==> config.mk <==
export PLATFORM = sky130hd
export DESIGN_NAME = tmr8_cmp_pwm
export DESIGN_NICKNAME = d
export VERILOG_FILES = /design/src/rtl/tmr8_pkg.sv /design/src/rtl/tmr8_regs.sv /design/src/rtl/tmr8_core.sv /design/src/rtl/tmr8_cmp_pwm.sv
export SDC_FILE = /design/constraint.sdc
export NUM_CORES = 1
export LEC_CHECK = 0
export BUFFER_PORTS_ARGS = -buffer_cell sky130_fd_sc_hd__clkbuf_2
export CAP_MARGIN = 20
export CORE_MARGIN = 2
export CORE_UTILIZATION = 57
export CTS_BUF_LIST = sky130_fd_sc_hd__clkbuf_4 sky130_fd_sc_hd__clkbuf_8 sky130_fd_sc_hd__clkbuf_16
export DETAILED_ROUTE_END_ITERATION = 6
export PLACE_DENSITY = 0.79
export SLEW_MARGIN = 20
export SYNTH_ARGS = -nofsm -noshare
export SYNTH_HDL_FRONTEND = slang
export SYNTH_HIERARCHICAL = 1
export SYNTH_SLANG_ARGS = --single-unit
export TNS_END_PERCENT = 50
==> constraint.sdc <==
create_clock -name clk_i -period 2.1 [get_ports clk_i]
set_input_delay 0.42 -clock clk_i [delete_from_list [all_inputs] [get_ports clk_i]]
set_output_delay 0.42 -clock clk_i [all_outputs]
set_load 0.1 [all_outputs]
==> src/rtl/tmr8_pkg.sv <==
package tmr8_pkg;
    localparam int unsigned TMR_W    = 8;
    localparam int unsigned WR_GAP   = 3;
    localparam logic        SEL_CMP  = 1'b0;
    localparam logic        SEL_CTL  = 1'b1;
    localparam int unsigned CTL_MODE = 0;
    localparam int unsigned CTL_INV  = 1;
endpackage

==> src/rtl/tmr8_regs.sv <==
module tmr8_regs
    import tmr8_pkg::*;
#(
    parameter int unsigned W       = TMR_W,
    parameter int unsigned GAP_MIN = WR_GAP
) (
    input  logic         clk_i,
    input  logic         rst_ni,
    input  logic         wr_en_i,
    input  logic         wr_sel_i,
    input  logic [W-1:0] wr_data_i,
    input  logic         rd_sel_i,
    output logic [W-1:0] rd_data_o,
    input  logic         run_i,
    input  logic         tick_i,
    output logic [W-1:0] cmp_o,
    output logic         mode_o,
    output logic         inv_o,
    output logic         err_o
);
    localparam int unsigned GW      = $clog2(GAP_MIN + 1);
    localparam logic [GW-1:0] GAP_LIM = GW'(GAP_MIN);
    localparam int unsigned ERR_BIT = W - 1;

    typedef struct packed {
        logic [W-1:0]  cmp;
        logic          mode;
        logic          inv;
        logic          err;
        logic [GW-1:0] gap;
    } regs_t;

    regs_t r_d, r_q;
    logic  cmp_wr, ctl_wr, cmp_lock, too_soon;

    always_comb begin
        r_d      = r_q;
        cmp_wr   = wr_en_i && (wr_sel_i == SEL_CMP);
        ctl_wr   = wr_en_i && (wr_sel_i == SEL_CTL);
        cmp_lock = run_i && !r_q.mode;
        too_soon = run_i && r_q.mode && (r_q.gap != GAP_LIM);

        if (tick_i && (r_q.gap != GAP_LIM)) begin
            r_d.gap = r_q.gap + 1'b1;
        end
        if (cmp_wr && !cmp_lock) begin
            r_d.cmp = wr_data_i;
            r_d.gap = '0;
            if (too_soon) begin
                r_d.err = 1'b1;
            end
        end
        if (ctl_wr) begin
            r_d.mode = wr_data_i[CTL_MODE];
            r_d.inv  = wr_data_i[CTL_INV];
            if (wr_data_i[ERR_BIT]) begin
                r_d.err = 1'b0;
            end
        end
    end

    always_ff @(posedge clk_i) begin
        if (!rst_ni) begin
            r_q      <= '0;
            r_q.gap  <= GAP_LIM;
        end else begin
            r_q <= r_d;
        end
    end

    always_comb begin
        rd_data_o = r_q.cmp;
        if (rd_sel_i == SEL_CTL) begin
            rd_data_o           = '0;
            rd_data_o[CTL_MODE] = r_q.mode;
            rd_data_o[CTL_INV]  = r_q.inv;
            rd_data_o[ERR_BIT]  = r_q.err;
        end
    end

    assign cmp_o  = r_q.cmp;
    assign mode_o = r_q.mode;
    assign inv_o  = r_q.inv;
    assign err_o  = r_q.err;
endmodule

==> src/rtl/tmr8_core.sv <==
module tmr8_core
    import tmr8_pkg::*;
#(
    parameter int unsigned W = TMR_W
) (
    input  logic         clk_i,
    input  logic         rst_ni,
    input  logic         run_i,
    input  logic         tick_i,
    input  logic         mode_i,
    input  logic [W-1:0] cmp_i,
    output logic [W-1:0] cnt_o,
    output logic         irq_o,
    output logic         active_o
);
    localparam logic [W-1:0] CNT_MAX = '1;

    typedef struct packed {
        logic [W-1:0] cnt;
        logic [W-1:0] duty;
        logic         act;
        logic         irq;
    } core_t;

    core_t c_d, c_q;
    logic [W-1:0] cnt_inc;

    always_comb begin
        c_d     = c_q;
        c_d.irq = 1'b0;
        cnt_inc = c_q.cnt + 1'b1;

        if (!run_i) begin
            c_d.cnt  = '0;
            c_d.act  = 1'b0;
            c_d.duty = cmp_i;
        end else if (tick_i) begin
            if (!mode_i) begin
                c_d.act = 1'b0;
                if (c_q.cnt == cmp_i) begin
                    c_d.cnt = '0;
                    c_d.irq = 1'b1;
                end else begin
                    c_d.cnt = cnt_inc;
                end
            end else begin
                c_d.cnt = cnt_inc;
                if (c_q.cnt == CNT_MAX) begin
                    c_d.duty = cmp_i;
                    c_d.act  = (cmp_i != '0);
                end else if (cnt_inc == c_q.duty) begin
                    c_d.act = 1'b0;
                end
            end
        end
    end

    always_ff @(posedge clk_i) begin
        if (!rst_ni) begin
            c_q <= '0;
        end else begin
            c_q <= c_d;
        end
    end

    assign cnt_o    = c_q.cnt;
    assign irq_o    = c_q.irq;
    assign active_o = c_q.act;
endmodule

==> src/rtl/tmr8_cmp_pwm.sv <==
module tmr8_cmp_pwm
    import tmr8_pkg::*;
#(
    parameter int unsigned W       = TMR_W,
    parameter int unsigned GAP_MIN = WR_GAP
) (
    input  logic         clk_i,
    input  logic         rst_ni,
    input  logic         wr_en_i,
    input  logic         wr_sel_i,
    input  logic [W-1:0] wr_data_i,
    input  logic         rd_sel_i,
    output logic [W-1:0] rd_data_o,
    input  logic         tick_i,
    input  logic         run_i,
    output logic         irq_o,
    output logic         tout_o
);
    logic [W-1:0] cmp_w;
    logic [W-1:0] cnt_w;
    logic         mode_w, inv_w, err_w, act_w;

    tmr8_regs #(.W(W), .GAP_MIN(GAP_MIN)) regs_i (
        .clk_i     (clk_i),
        .rst_ni    (rst_ni),
        .wr_en_i   (wr_en_i),
        .wr_sel_i  (wr_sel_i),
        .wr_data_i (wr_data_i),
        .rd_sel_i  (rd_sel_i),
        .rd_data_o (rd_data_o),
        .run_i     (run_i),
        .tick_i    (tick_i),
        .cmp_o     (cmp_w),
        .mode_o    (mode_w),
        .inv_o     (inv_w),
        .err_o     (err_w)
    );

    tmr8_core #(.W(W)) core_i (
        .clk_i    (clk_i),
        .rst_ni   (rst_ni),
        .run_i    (run_i),
        .tick_i   (tick_i),
        .mode_i   (mode_w),
        .cmp_i    (cmp_w),
        .cnt_o    (cnt_w),
        .irq_o    (irq_o),
        .active_o (act_w)
    );

    assign tout_o = act_w ^ inv_w;
endmodule

======== Yosys cells after proc, flatten, opt, wreduce, memory -nomap -nowiden ========
Cells that the tools add are included.
Widths: inputs -> output; s select.
operators by class
  add/sub/neg operators ................... 2
  eq/ne operators ......................... 8
  mux-type cells .......................... 17
  bitwise logic cells ..................... 5
  reduce and logical (&&, ||, !) cells .... 15
operators with widths
  operator             count
  $mux 8               5
  $eq 8x8->1           2
  $mux 10              1
  $mux 9               1
  $add 8x1->8 const B  1
  $eq 8x8->1 const B   1
  $mux 1               8
  $reduce_bool 8->1    1
  $logic_and 1x1->1    7
  $ne 2x1->1 const B   2
  $ne 2x2->1 const B   2
  $not 1->1            4
  $reduce_and 2->1     2
  $reduce_or 4->1      1
  $mux 3               1
  $ne 3x1->1 const B   1
  $reduce_and 3->1     1
  $add 2x1->2 const B  1
  $logic_not 1->1      2
  $mux 2               1
  $reduce_bool 2->1    1
  $xor 1x1->1          1
storage, ports and cells
  bits in registers ....................... 31
  bits of input ports ..................... 15
  output and inout bits ................... 10
  word-level logic and storage cells ...... 56

======== Depth between registers and ports, before layout ========
  word-level depth ........................ 7
  gate-level depth with buffers ........... 8
  mapped depth without buffers ............ 7

======== Hierarchy ========
The synthesis kept the hierarchy.
by module, submodules not included
  module        instances  cells an instance  area each (µm²)
  tmr8_core     1          157                1258.7
  tmr8_regs     1          75                 713.2
  tmr8_cmp_pwm  1          1                  8.8

======== Worst setup path before layout ========
No wires, ideal clock.
  path kind ............................... flip-flop to output port
  start point ............................. register regs_i.r_q, in the netlist regs_i/inv_o
  end point ............................... output tout_o
  arrival ................................. 1.771 ns
  required time ........................... 1.680 ns
  slack ................................... -0.091 ns
  cell stages (with the launch flop) ...... 2
  buffers on the path ..................... 0
  path through ............................ dfxtp_1 -> xor2_1
on the way
  longest elaborated chain between the ends .. 1
ends and longest elaborated chain
  element                 RTL line            source
  from (decl)             tmr8_regs.sv:33     regs_t r_d, r_q;
  from (signal assigned)  tmr8_regs.sv:67     r_q <= r_d;
  $xor 1x1->1             tmr8_cmp_pwm.sv:51  assign tout_o = act_w ^ inv_w;
  to (decl)               tmr8_cmp_pwm.sv:17  output logic tout_o
Every way passes these cells.

======== Worst setup path in the final report ========
  start point ............................. register regs_i.r_q, in the netlist regs_i/mode_o
  end point ............................... output rd_data_o[0]
on the way
  longest elaborated chain between the ends .. 1
ends and longest elaborated chain
  element    RTL line            source
  $mux 8     tmr8_regs.sv:73     if (rd_sel_i == SEL_CTL) begin
  to (decl)  tmr8_cmp_pwm.sv:13  output logic [W-1:0] rd_data_o,
Every way passes these cells.

==> results.ini <==
[floorplanning]
rows = 21
die_w_um = 62.0
die_y_um = 62.0
dieArea_um2 = 3850
start_util_pct = 58.5
core_um2 = 3280
ios = 25

[finish]
fillers = 271
final_layout_size_suffix_gt1_share_pct = 24.3
n_antenna_cell = 0
nets = 259
syn_to_final_growth_pct = 8.93
layoutNonFillerInstCount = 289

[clock_tree]
cts_htree_levels = 2
clock_latency_ps = 340
cts_setup_buffers = 0
path_clk_slew_ps = 100
clockBufferDepth = 2
cts_num_sinks = 31
numCtsBuffers = 5
root_buffer = clkbuf_4
cts_tree = yes

[worst_setup_path]
crit_slowest_cell = dfxtp_1
path_max_fanout = 7
slowest_delay_ps = 520
critPathArrivalTime_ps = 1520
reg2reg_slack_ps = 190
path_class = reg -> out
start_kind = flip-flop
worst_r2r_endpoint = core_i/active_o
critPathCaptureType = primary output
rr_startpoint = core_i/cnt_o[2]
r2r_cells = 6
crit_chain = mux2_2 > clkbuf_2
worstPathRequired_ps = 1680

[placement]
post-place-cells = 281
numPortBuffers = 24
pre_cts_ws_ps = 188
gp_congestion = 0.967
dpl.hpwl_um = 2990

[global_route]
grt_overflow = 0
grt_util_all_layers_pct = 23.9
grt_pass1_wl_um = 6650
antenna_found_initial = 0
grt_max_degree = 24
grt_pass1_vias = 1401

[route]
avgViaCountPerCell = 5.71
ant_nets = 0
first_pass_iters = 4
drt-wirelength-per-cell_um = 14.2
drt_iter0_markers = 64
routed_wl_um = 4120
drc = 0
dr_total_vias = 1649

[power_and_ir_drop]
ir_drop_uv = 470
swShare_pct = 30.8
p_sw_w = 0.000372
clock_power_share_pct = 29.4
pwr-share-seq_pct = 51.7
internal_power_w = 0.000836
power_w = 0.00121
comb_power_share_pct = 18.9
leakagePower_nw = 0.763
powerDensity_nw_per_um2 = 578

[timing]
drv_slew = 0
timing.fmax_mhz = 514
setup_viol = 0
finClkSkew_ps = 7.05
fin_crit_sh_pct = 92.6
hold_ws_ps = 327
rsz0062_at_grt = no
slew_headroom_pct = 41.6
tns_ps = 0
tightest_slew_ps = 874
fin_crit_ps = 1940
finalHoldViolCount = 0
setup_ws_ps = 155

[synth]
ys_warn_count = 6
synth.avg_cell_area_um2 = 8.54
postSynthCellCount = 225
syn-num-nets = 242
synth_area_um2 = 1920

[hold_path]
holdPathStages = 3
hold_path_class = in -> reg
holdPathEnd = regs_i/mode_o
min_from = wr_data_i[0]

[outcome]
status = finished, final reports clean

[run]
maxCapViolCount = 0

==> repair_timing <==
action,CTS,global route
resized for setup,0,2
setup endpoints to repair,0,6
hold buffers,0,0
hold endpoints to repair,0,0
==> critical path, delay by kind of cell (launching register included) <==
kind	cells	cell delay, ps
DFF	1	520
buffers and inverters	1	450
muxes	1	220
==> sequential cells by signal, indices dropped and copies added (netlist names) <==
register         flops
regs_i/cmp_o         8
core_i/c_q           8
core_i/irq_o         1
regs_i/inv_o         1
core_i/active_o      1
regs_i/err_o         1
regs_i/mode_o        1
regs_i/r_q           2
core_i/cnt_o         8
==> worst max path at each step <==
stage | startpoint | end | slack (ps)
floorplan | rd_sel_i | rd_data_o[4] | -80
global placement | core_i/cnt_o[1] | core_i/c_q[3] | 260
detailed placement | core_i/cnt_o[1] | core_i/c_q[5] | 190
CTS | regs_i/mode_o | rd_data_o[0] | 150
global route | core_i/cnt_o[1] | core_i/c_q[3] | 70
finish | regs_i/mode_o | rd_data_o[0] | 160
==> power groups by stage <==
| stage | combinational (W) | clock (W) | sequential [W] |
|---|---|---|---|
| after floorplan | 0.000175 | 0 | 0.000638 |
| after global placement | 0.000227 | 0 | 0.000637 |
| after detailed placement | 0.000228 | 0 | 0.000638 |
| after CTS | 0.000229 | 0.000365 | 0.000624 |
| after global routing | 0.000251 | 0.000397 | 0.000627 |
| final | 0.000228 | 0.000356 | 0.000624 |
==> placed cells by master, fill, tap and decap left out, drive strengths merged, types with 5 or more instances in the layout <==
cell / n
o21ai: 17
or3b: 10
nand3: 15
a21boi: 18
nor2: 5
nand2: 24
buf: 7
clkbuf: 30
dfxtp: 31
nor2b: 7
xnor2: 15
a21oi: 9
==> per-stage QoR <==
step / instance area [um^2] / utilization, %
2_1_floorplan: 1930 / -
3_3_place_gp: 2030 / 61.7
3_5_place_dp: 2030 / 61.7
4_1_cts: 2080 / 63.4
5_1_grt: 2090 / 63.7
6_report: 2090 / 63.7
==> area by class of cell <==
class,instances,area [um^2],share of cell area (%)
Multi-Input combinational cell,169,1170,55.9
Sequential cell,31,621,29.7
Timing Repair Buffer,31,173,8.25
Tap cell,46,57.6,2.75
Clock buffer,6,45.0,2.15
Inverter,4,15.0,0.718
Clock inverter,2,12.5,0.598
==> routing by layer <==
metal,part of all wire [%],vias to the layer above,track usage [%]
met3,4.8,12,6.00
met4,2.6,0,10.9
met1,46,760,31.5
met2,47,52,36.6
li1,-,825,-
met5,0,-,0
No activity file was read; power rests on OpenSTA's default activity.
